File: src/rtl/adcsp_pkg.sv
package adcsp_pkg;

    localparam int CHAN_W = 3;
    localparam int CTRL_W = CHAN_W + 3;

    // Control word layout, MSB first as it arrives on the wire
    typedef struct packed {
        logic [CHAN_W-1:0] chan;
        logic              soft_start;
        logic              standby;
        logic              twos;
    } ctrl_t;

endpackage

File: src/rtl/adcsp_sync.sv
module adcsp_sync #(
    parameter int          STAGES  = 2,
    parameter int          WIDTH   = 4,
    parameter logic [WIDTH-1:0] RST_VAL = '0
) (
    input  logic             clk,
    input  logic             rst_n,
    input  logic [WIDTH-1:0] d_in,
    output logic [WIDTH-1:0] d_out
);

    logic [WIDTH-1:0] stg_q [STAGES];
    logic [WIDTH-1:0] stg_d [STAGES];

    always_comb begin
        stg_d[0] = d_in;
        for (int i = 1; i < STAGES; i++) begin
            stg_d[i] = stg_q[i-1];
        end
    end

    generate
        for (genvar g = 0; g < STAGES; g++) begin : g_stage
            always_ff @(posedge clk or negedge rst_n) begin
                if (!rst_n) begin
                    stg_q[g] <= RST_VAL;
                end else begin
                    stg_q[g] <= stg_d[g];
                end
            end
        end
    endgenerate

    assign d_out = stg_q[STAGES-1];

endmodule

File: src/rtl/adcsp_wr.sv
module adcsp_wr
    import adcsp_pkg::*;
(
    input  logic  clk,
    input  logic  rst_n,
    input  logic  fs_n_s,
    input  logic  sclk_fall,
    input  logic  din_s,
    output ctrl_t ctrl,
    output logic  done,
    output logic  addr_chg
);

    localparam int CNT_W = $clog2(CTRL_W + 1);
    localparam logic [CNT_W-1:0] LAST_IDX = CNT_W'(CTRL_W - 1);

    typedef struct packed {
        logic              act;
        logic [CNT_W-1:0]  cnt;
        logic [CTRL_W-1:0] sh;
        ctrl_t             ctrl;
        logic              done;
        logic              chg;
        logic              fs_prev;
    } wr_st_t;

    wr_st_t st_q, st_d;
    ctrl_t  nxt_word;

    always_comb begin
        st_d         = st_q;
        st_d.done    = 1'b0;
        st_d.chg     = 1'b0;
        st_d.fs_prev = fs_n_s;
        nxt_word     = ctrl_t'({st_q.sh[CTRL_W-2:0], din_s});

        if (st_q.fs_prev && !fs_n_s) begin
            // frame opens: clear the shifter and bit count
            st_d.act = 1'b1;
            st_d.cnt = '0;
            st_d.sh  = '0;
        end else if (fs_n_s) begin
            // frame closed: an unfinished word is dropped
            st_d.act = 1'b0;
        end else if (st_q.act && sclk_fall && (st_q.cnt <= LAST_IDX)) begin
            st_d.sh  = nxt_word;
            st_d.cnt = st_q.cnt + 1'b1;
            if (st_q.cnt == LAST_IDX) begin
                st_d.ctrl = nxt_word;
                st_d.done = 1'b1;
                st_d.chg  = (nxt_word.chan != st_q.ctrl.chan);
            end
        end
    end

    always_ff @(posedge clk or negedge rst_n) begin
        if (!rst_n) begin
            st_q         <= '0;
            st_q.fs_prev <= 1'b1;
        end else begin
            st_q <= st_d;
        end
    end

    assign ctrl     = st_q.ctrl;
    assign done     = st_q.done;
    assign addr_chg = st_q.chg;

endmodule

File: src/rtl/adcsp_rd.sv
module adcsp_rd
    import adcsp_pkg::*;
#(
    parameter int RES_W = 12
) (
    input  logic              clk,
    input  logic              rst_n,
    input  logic              fs_n_s,
    input  logic              sclk_fall,
    input  logic              hdr_twos,
    input  logic [CHAN_W-1:0] hdr_chan,
    input  logic [RES_W-1:0]  res_data,
    input  logic              res_valid,
    output logic              dout
);

    localparam int WORD_W = 1 + CHAN_W + RES_W;
    localparam int CNT_W  = $clog2(WORD_W + 1);
    localparam logic [CNT_W-1:0] WORD_LEN = CNT_W'(WORD_W);

    typedef struct packed {
        logic              act;
        logic [CNT_W-1:0]  cnt;
        logic [WORD_W-1:0] sh;
        logic [RES_W-1:0]  res;
        logic [RES_W-1:0]  pend;
        logic              pend_v;
        logic              fs_prev;
        logic              dout;
    } rd_st_t;

    rd_st_t           st_q, st_d;
    logic             start;
    logic             busy;
    logic [RES_W-1:0] coded;

    always_comb begin
        st_d         = st_q;
        st_d.fs_prev = fs_n_s;
        start        = st_q.fs_prev && !fs_n_s;
        busy         = !fs_n_s && (st_q.act || start);

        // twos complement form: flip the MSB of the offset-binary value
        coded = st_q.res;
        if (hdr_twos) begin
            coded[RES_W-1] = ~st_q.res[RES_W-1];
        end

        if (start) begin
            st_d.act = 1'b1;
            st_d.cnt = '0;
            st_d.sh  = {hdr_twos, hdr_chan, coded};
        end else if (fs_n_s) begin
            st_d.act = 1'b0;
        end else if (st_q.act && sclk_fall && (st_q.cnt < WORD_LEN)) begin
            st_d.sh  = {st_q.sh[WORD_W-2:0], 1'b0};
            st_d.cnt = st_q.cnt + 1'b1;
        end

        // result holding: defer updates while a frame is open
        if (res_valid) begin
            if (busy) begin
                st_d.pend   = res_data;
                st_d.pend_v = 1'b1;
            end else begin
                st_d.res    = res_data;
                st_d.pend_v = 1'b0;
            end
        end else if (st_q.pend_v && !busy) begin
            st_d.res    = st_q.pend;
            st_d.pend_v = 1'b0;
        end

        st_d.dout = (st_d.act && (st_d.cnt < WORD_LEN)) ? st_d.sh[WORD_W-1] : 1'b0;
    end

    always_ff @(posedge clk or negedge rst_n) begin
        if (!rst_n) begin
            st_q         <= '0;
            st_q.fs_prev <= 1'b1;
        end else begin
            st_q <= st_d;
        end
    end

    assign dout = st_q.dout;

endmodule

File: src/rtl/adcsp_port.sv
module adcsp_port
    import adcsp_pkg::*;
#(
    parameter int SYNC_STAGES = 2,
    parameter int RES_W       = 12
) (
    input  logic              clk,
    input  logic              rst_n,
    input  logic              ser_clk,
    input  logic              wr_fs_n,
    input  logic              rd_fs_n,
    input  logic              ser_din,
    output logic              ser_dout,
    input  logic [RES_W-1:0]  res_data,
    input  logic              res_valid,
    output logic [CHAN_W-1:0] chan_sel,
    output logic              soft_start,
    output logic              standby,
    output logic              twos_fmt,
    output logic              wr_done,
    output logic              wr_addr_chg
);

    // synchronized pin order: {ser_clk, wr_fs_n, rd_fs_n, ser_din}
    localparam int         PIN_N    = 4;
    localparam logic [PIN_N-1:0] PIN_IDLE = 4'b1110;

    typedef struct packed {
        logic sclk_prev;
    } top_st_t;

    logic [PIN_N-1:0] pins_raw, pins_s;
    top_st_t          st_q, st_d;
    logic             sclk_fall;
    ctrl_t            ctrl;

    assign pins_raw = {ser_clk, wr_fs_n, rd_fs_n, ser_din};

    adcsp_sync #(
        .STAGES  (SYNC_STAGES),
        .WIDTH   (PIN_N),
        .RST_VAL (PIN_IDLE)
    ) u_sync (
        .clk   (clk),
        .rst_n (rst_n),
        .d_in  (pins_raw),
        .d_out (pins_s)
    );

    always_comb begin
        st_d.sclk_prev = pins_s[3];
        sclk_fall      = st_q.sclk_prev && !pins_s[3];
    end

    always_ff @(posedge clk or negedge rst_n) begin
        if (!rst_n) begin
            st_q.sclk_prev <= 1'b1;
        end else begin
            st_q <= st_d;
        end
    end

    adcsp_wr u_wr (
        .clk       (clk),
        .rst_n     (rst_n),
        .fs_n_s    (pins_s[2]),
        .sclk_fall (sclk_fall),
        .din_s     (pins_s[0]),
        .ctrl      (ctrl),
        .done      (wr_done),
        .addr_chg  (wr_addr_chg)
    );

    adcsp_rd #(
        .RES_W (RES_W)
    ) u_rd (
        .clk       (clk),
        .rst_n     (rst_n),
        .fs_n_s    (pins_s[1]),
        .sclk_fall (sclk_fall),
        .hdr_twos  (ctrl.twos),
        .hdr_chan  (ctrl.chan),
        .res_data  (res_data),
        .res_valid (res_valid),
        .dout      (ser_dout)
    );

    assign chan_sel   = ctrl.chan;
    assign soft_start = ctrl.soft_start;
    assign standby    = ctrl.standby;
    assign twos_fmt   = ctrl.twos;

endmodule

File: config.mk
export PLATFORM = sky130hd
export DESIGN_NAME = adcsp_port
export DESIGN_NICKNAME = d
export VERILOG_FILES = /design/src/rtl/adcsp_pkg.sv /design/src/rtl/adcsp_sync.sv /design/src/rtl/adcsp_wr.sv /design/src/rtl/adcsp_rd.sv /design/src/rtl/adcsp_port.sv
export SDC_FILE = /design/constraint.sdc
export NUM_CORES = 1
export LEC_CHECK = 0
export BUFFER_PORTS_ARGS = -buffer_cell sky130_fd_sc_hd__buf_2
export CAP_MARGIN = 25
export CORE_ASPECT_RATIO = 0.6
export CORE_MARGIN = 10
export CORE_UTILIZATION = 30
export CTS_CLUSTER_SIZE = 16
export DETAILED_ROUTE_END_ITERATION = 6
export SLEW_MARGIN = 0
export SYNTH_ARGS = -nofsm -noshare
export SYNTH_HDL_FRONTEND = slang
export SYNTH_SLANG_ARGS = --single-unit
File: constraint.sdc
create_clock -name clk -period 2.6 [get_ports clk]
set_input_delay 0 -clock clk [delete_from_list [all_inputs] [get_ports clk]]
set_output_delay 0 -clock clk [all_outputs]
set_load 0.05 [all_outputs]
Word-level counts from Yosys, hierarchy flattened:

Index checks and enable logic that the tools add are counted.
Widths: inputs -> output; s select.

* add/subtract/negate cells: 2
* magnitude comparators: 3
* equal/unequal tests: 5
* mux-type cells: 18
* bitwise gates (word level): 3
* reduce and logical (&&, ||, !) cells: 24

Operators with widths (count)
* $mux 21: 2
* $mux 12: 3
* $mux 17: 2
* $mux 22: 1
* $logic_and 1x1->1: 10
* $lt 5x5->1 const B: 2
* $mux 10: 1
* $mux 8: 1
* $reduce_and 2->1: 4
* $reduce_bool 2->1: 4
* $mux 1: 7
* $add 5x1->5 const B: 1
* $logic_not 1->1: 4
* $ne 2x1->1 const B: 2
* $reduce_and 4->1: 1
* $add 3x1->3 const B: 1
* $eq 3x3->1 const B: 1
* $le 3x3->1 const B: 1
* $ne 3x3->1: 1
* $not 1->1: 3
* $mux 2: 1
* $ne 2x2->1 const B: 1
* $logic_or 1x1->1: 1

* register bits: 76
* input port bits: 19
* output and inout bits: 9
* word-level logic and storage cells: 77

Logic depth before layout (Yosys ltp):

* depth after elaboration: 10
* depth in mapped cells: 7
* gate-level depth less buffers: 6

Cells and area by module:

A second synthesis with hierarchy kept.

* cells, all modules: 271
* area, all modules: 3286.9 um^2

By module, submodules not included
* adcsp_rd: instances 1, cells an instance 183, area each 2172.1 um^2, sequential area each 1227.4 um^2
* adcsp_wr: instances 1, cells an instance 78, area each 867.1 um^2, sequential area each 451.7 um^2
* adcsp_sync: instances 1, cells an instance 8, area each 207.7 um^2, sequential area each 207.7 um^2
* adcsp_port: instances 1, cells an instance 2, area each 40.0 um^2, sequential area each 26.3 um^2

Worst setup path before layout:

Ideal clock, no wire load.

* path kind: flip-flop to flip-flop
* start point: reg st_q
* end point: reg u_wr.st_q (netlist bit u_wr.ctrl[0])
* arrival: 1399 ps
* path slack: 1077 ps
* stages on the path, launching flop included: 6
* buffers on the path: 1
* period minus slack after synthesis: 1523 ps
* path through: dfstp_2 > nand4bb_1 > nor2_1 > and3_1 > buf_4 > mux2_2

* longest elaborated chain between the ends: 4

Ends and longest elaborated chain
* from (decl): line adcsp_port.sv:33 `top_st_t st_q, st_d;`
* from (signal assigned): line adcsp_port.sv:59 `st_q <= st_d;`
* $logic_and 1x1->1: line adcsp_port.sv:52 `sclk_fall = st_q.sclk_prev && !pins_s[3];`
* $logic_and 1x1->1 (2 in a row): line adcsp_wr.sv:45 `end else if (st_q.act && sclk_fall && (st_q.cnt <= LAST_IDX)) begin`
* $reduce_and 4->1 (no line)
* to (signal assigned): line adcsp_wr.sv:61 `st_q <= st_d;`
* to (decl): line adcsp_wr.sv:27 `wr_st_t st_q, st_d;`

No other way between the ends.
A chain may end at the register's enable or synchronous reset.

Worst setup path after layout:

* start point: reg st_q
* end point: reg u_wr.st_q (netlist bit u_wr.ctrl[5])

Same word-level chain as after synthesis.

==> implementation parameters <==
Parameter                              Value

Global routing
  Met2 layer usage reported by global route ... 0.1082
  Vias in the first global route ... 2017
  Most congested layer reported by global routing ... met1
  Wire length of the first global-routing pass ... 10070 um
  GR Util met1 ... 0.1128
  Met3 usage in global routing ... 0.03441
  Number of antenna violations at the first check in global routing ... 0
  Global route total overflow ... 0
  Global router's overall resource usage ... 0.08078
  Maximum number of pins on one net before global-route repair ... 77

Placement
  Post-DP HPWL ... 3859 um
  Total instance count after detailed placement ... 400
  IO Port Bufs ... 27
  Final weighted congestion of routability-driven global placement ... 0.6932

Worst setup path
  Crit start category ... flip-flop
  Worst Reg2Reg Path Length in Cells ... 4
  Data arrival time of the critical path ... 1.98 ns
  Slowest CP cell ... sky130_fd_sc_hd__dfstp_2
  Cell Chain, Critical Path ... nand4bb_1 -> nor2_1 -> and3_1 -> mux2_2
  Capture instance of the worst register-to-register path ... u_wr.ctrl[5]$_DFFE_PN0P_
  CP Data Required Time ... 2.82 ns
  End point of the critical path ... u_wr.ctrl[5]$_DFFE_PN0P_
  Worst-case register-to-register setup slack ... 0.84 ns
  Startpoint of the worst setup timing path ... st_q$_DFF_PN1_
  Startpoint of the worst-slack reg-to-reg timing path ... st_q$_DFF_PN1_
  Nature of the critical path endpoint ... flip-flop
  Critical path's largest stage delay ... 0.56 ns
  Crit path max fanout ... 8
  Kind of critical path ... flip-flop to flip-flop

Timing
  Hold WS ... 0.1905 ns
  Setup violators final ... 0
  Max-slew violation total from the final report ... 0
  Actual slew at the worst max-slew pin ... 0.9293 ns
  Final period util ... 0.6764
  Achievable clock frequency ... 568.6 MHz
  TNS Setup ... 0 ns
  Setup repair after global routing missed its margin ... no
  Tightest slew margin relative to the limit ... 0.3805
  Shortest period the worst path allows ... 1.759 ns
  Final hold violation count ... 0
  Worst Clk Skew ... 0.006850 ns

Floorplan
  Vertical die dimension ... 99.62 um
  Initial cell density of the core ... 0.3141
  Core Area ... 10090 um^2
  Die ar. ... 15210 um^2
  Number of primary I/O pins ... 28
  Die width ... 152.7 um
  Count of standard-cell rows ... 28

Power
  Total power of the final layout ... 2.822 mW
  Power density of the placed cells ... 733.9 nW/um^2
  Leakage power figure ... 1.758 nW
  Peak supply drop ... 0.4279 mV

Clock network
  H-tree lvl count ... 3
  Clock insertion delay at the later pin of the skew report ... 0.33 ns
  Clock-pin transition on the worst setup and hold timing paths ... 0.06 ns
  Total of hold buffers inserted after clock tree synthesis ... 17
  CTS tree ... built
  Sinks on the clock net ... 76
  Quantity of gates resized following cts ... 0
  Post-CTS setup-driven buffer insertion count ... 0
  Cell at the root of the clock tree ... sky130_fd_sc_hd__clkbuf_16
  Total clock buffers created by CTS ... 9
  Buffers from clock root to sink, at most ... 2

Detailed routing
  Average detailed-routed wire length per instance ... 13.33 um
  1st-iter DRT viols ... 80
  Via density per instance ... 4.430
  Post-detailed-route count of antenna-violating nets ... 0
  First-pass DRT Iterations ... 4
  DRT Wirelength ... 5774 um
  Number of design rule violations left after detail routing ... 0
  Via count of the routed design ... 1918

Cells and area
  Fraction of final layout cells with drive strength greater than 1 ... 0.2416
  Area of all sequential standard cells ... 1913 um^2
  Count of non-filler cells in the finished layout ... 433
  Number of nets in the layout ... 315
  Multi-input combinational cell area ... 1136 um^2
  Fillcell total ... 993
  Number of diodes added for antenna fixing ... 0
  Area growth from synthesis to layout ... 21.32%

Min path
  Cell count of the worst hold path ... 2
  Type of the worst min-delay path ... input port to flip-flop

Logic synthesis
  Synth top area share ... 0.5290
  Share of the synthesized netlist area taken by xor and xnor gates ... 0.01934
  Share of synthesized cell area in and, or, nand and nor gates ... 0.09435
  Area of the mapped netlist ... 3169 um^2
  Largest area contributor in the netlist ... sky130_fd_sc_hd__dfrtp_1
  Cell types with the largest area share after synthesis ... sky130_fd_sc_hd__dfrtp_1, sky130_fd_sc_hd__mux2i_1, sky130_fd_sc_hd__dfstp_2, sky130_fd_sc_hd__mux2_2, sky130_fd_sc_hd__nand2_1
  Sequential fraction of the synthesis area ... 0.6036
  Dominant combinational cell family by area after synthesis ... multiplexers
  Post-synthesis net count ... 273
  Number of storage elements in the synthesis netlist ... 76
  Arithmetic-cell share of the synthesized area counting full adders, half adders and majority gates ... 0.01184
  Mapped Avg Cell Area ... 12.63 um^2
  Synth warnings ... 0
  Mux cell area share after synthesis ... 0.1496
  Syn Inst Count ... 251
  Library cells used by synthesis ... 41
  Post-synthesis compound-gate area fraction ... 0.08330

Run
  Max Cap Viol ... 0

Outcome
  Status ... finished clean
[worst max-delay path: cells and delay by family (launching register included)]
kind          cells  cell delay (ns)
mux               1             0.38
simple gates      3             0.71
flops             1             0.56
[state kept, by name, summed over array words and instances (netlist names), 4 cells and up]
register and count:
u_rd.coded 11, u_rd.st_q 37, u_sync.stg_d 4, u_wr.nxt_word 5, u_wr.ctrl 6, u_sync.d_out 4, u_wr.st_q 5
[cells in the mapped netlist]
cell type                   count
sky130_fd_sc_hd__a21oi_1        4
sky130_fd_sc_hd__a221o_1        1
sky130_fd_sc_hd__a22o_1         6
sky130_fd_sc_hd__a31oi_1        1
sky130_fd_sc_hd__and2_1         1
sky130_fd_sc_hd__and2b_1        1
sky130_fd_sc_hd__and3_1         2
sky130_fd_sc_hd__and3b_1        1
sky130_fd_sc_hd__and4bb_2       1
sky130_fd_sc_hd__buf_12         1
sky130_fd_sc_hd__buf_2          5
sky130_fd_sc_hd__buf_4          4
sky130_fd_sc_hd__buf_6          1
sky130_fd_sc_hd__clkbuf_1       4
sky130_fd_sc_hd__dfrtp_1       67
sky130_fd_sc_hd__dfstp_2        9
sky130_fd_sc_hd__ha_1           3
sky130_fd_sc_hd__inv_1          5
sky130_fd_sc_hd__mux2_1         2
sky130_fd_sc_hd__mux2_2        17
sky130_fd_sc_hd__mux2i_1       26
sky130_fd_sc_hd__nand2_1       30
sky130_fd_sc_hd__nand2b_1       1
sky130_fd_sc_hd__nand3_1        1
sky130_fd_sc_hd__nand4_1        1
sky130_fd_sc_hd__nand4bb_1      1
sky130_fd_sc_hd__nand4bb_4      1
sky130_fd_sc_hd__nor2_1         8
sky130_fd_sc_hd__nor2_2         1
sky130_fd_sc_hd__nor2_8         1
sky130_fd_sc_hd__nor2b_1        2
sky130_fd_sc_hd__nor3_1         1
sky130_fd_sc_hd__nor4b_1        1
sky130_fd_sc_hd__o211ai_1       1
sky130_fd_sc_hd__o21a_1         1
sky130_fd_sc_hd__o21ai_0       22
sky130_fd_sc_hd__o21ai_1        7
sky130_fd_sc_hd__o22ai_1        1
sky130_fd_sc_hd__o31a_1         1
sky130_fd_sc_hd__xnor2_1        3
sky130_fd_sc_hd__xor2_1         4
[routing by layer]
layer  up-vias  part of all wire  routed length (um)
met5         -                 0                   0
met4         0             0.014                  82
met3         7             0.039                 227
met2        29              0.39                2265
met1       923              0.55                3199
li1        959                 -                   -
[metrics by stage]
| stage | instance area [um^2] | util | setup slack, ns |
|---|---|---|---|
| finish | 3845 | 0.3811 | 0.8414 |
| global route | 3845 | 0.3811 | 0.7337 |
| CTS | 3845 | 0.3811 | 0.8424 |
| detailed placement | 3390 | 0.3359 | 0.8522 |
| global placement | 3390 | 0.3359 | 0.8925 |
| floorplan | 3169 | - | 1.077 |
[report_power, final]
group	total [mW]	switching (mW)	internal, mW
logic	0.254	0.127	0.127
registers	1.40	0.0786	1.32
clock network	1.17	0.441	0.725
total	2.82	0.646	2.18
[layout make-up]
| type | count | share of cell area |
|---|---|---|
| clock inverter | 1 | 0.001952 |
| multi-input combinational | 155 | 0.2955 |
| inverter | 5 | 0.004881 |
| clock buffer | 15 | 0.07224 |
| tap | 135 | 0.04393 |
| sequential | 76 | 0.4976 |
| timing repair buffer | 46 | 0.08396 |
[worst min path at each step]
stage | start | end | slack [ns]
final | res_valid | u_rd.st_q[2]$_DFFE_PN0P_ | 0.19
after global routing | res_valid | u_rd.st_q[2]$_DFFE_PN0P_ | 0.20
after CTS | res_valid | u_rd.st_q[2]$_DFFE_PN0P_ | 0.18
after detailed placement | ser_clk | u_sync.stg_d[3]$_DFF_PN1_ | 0.11
after global placement | rd_fs_n | u_sync.stg_d[1]$_DFF_PN1_ | 0.11
after floorplan | rst_n | u_rd.coded[0]$_DFFE_PN0P_ | -0.30
[placed cells by master, fill, tap and decap left out, types with 6 or more instances in the layout]
master,Yosys,final
sky130_fd_sc_hd__dfrtp_1,67,67
sky130_fd_sc_hd__nand2_1,30,30
sky130_fd_sc_hd__mux2i_1,26,26
sky130_fd_sc_hd__buf_2,5,26
sky130_fd_sc_hd__o21ai_0,22,22
sky130_fd_sc_hd__mux2_2,17,17
sky130_fd_sc_hd__dlygate4sd3_1,0,17
sky130_fd_sc_hd__clkbuf_16,0,9
sky130_fd_sc_hd__dfstp_2,9,9
sky130_fd_sc_hd__nor2_1,8,8
sky130_fd_sc_hd__o21ai_1,7,7
sky130_fd_sc_hd__a22o_1,6,6
[cells by family after synthesis]
kind of cell | after synthesis
xor+xnor | 7
flops | 76
mux | 45
buf+inv | 20
compound gates | 45
simple gates | 55
fa+ha+maj | 3
Note: power is estimated with default switching activity, not from simulation.
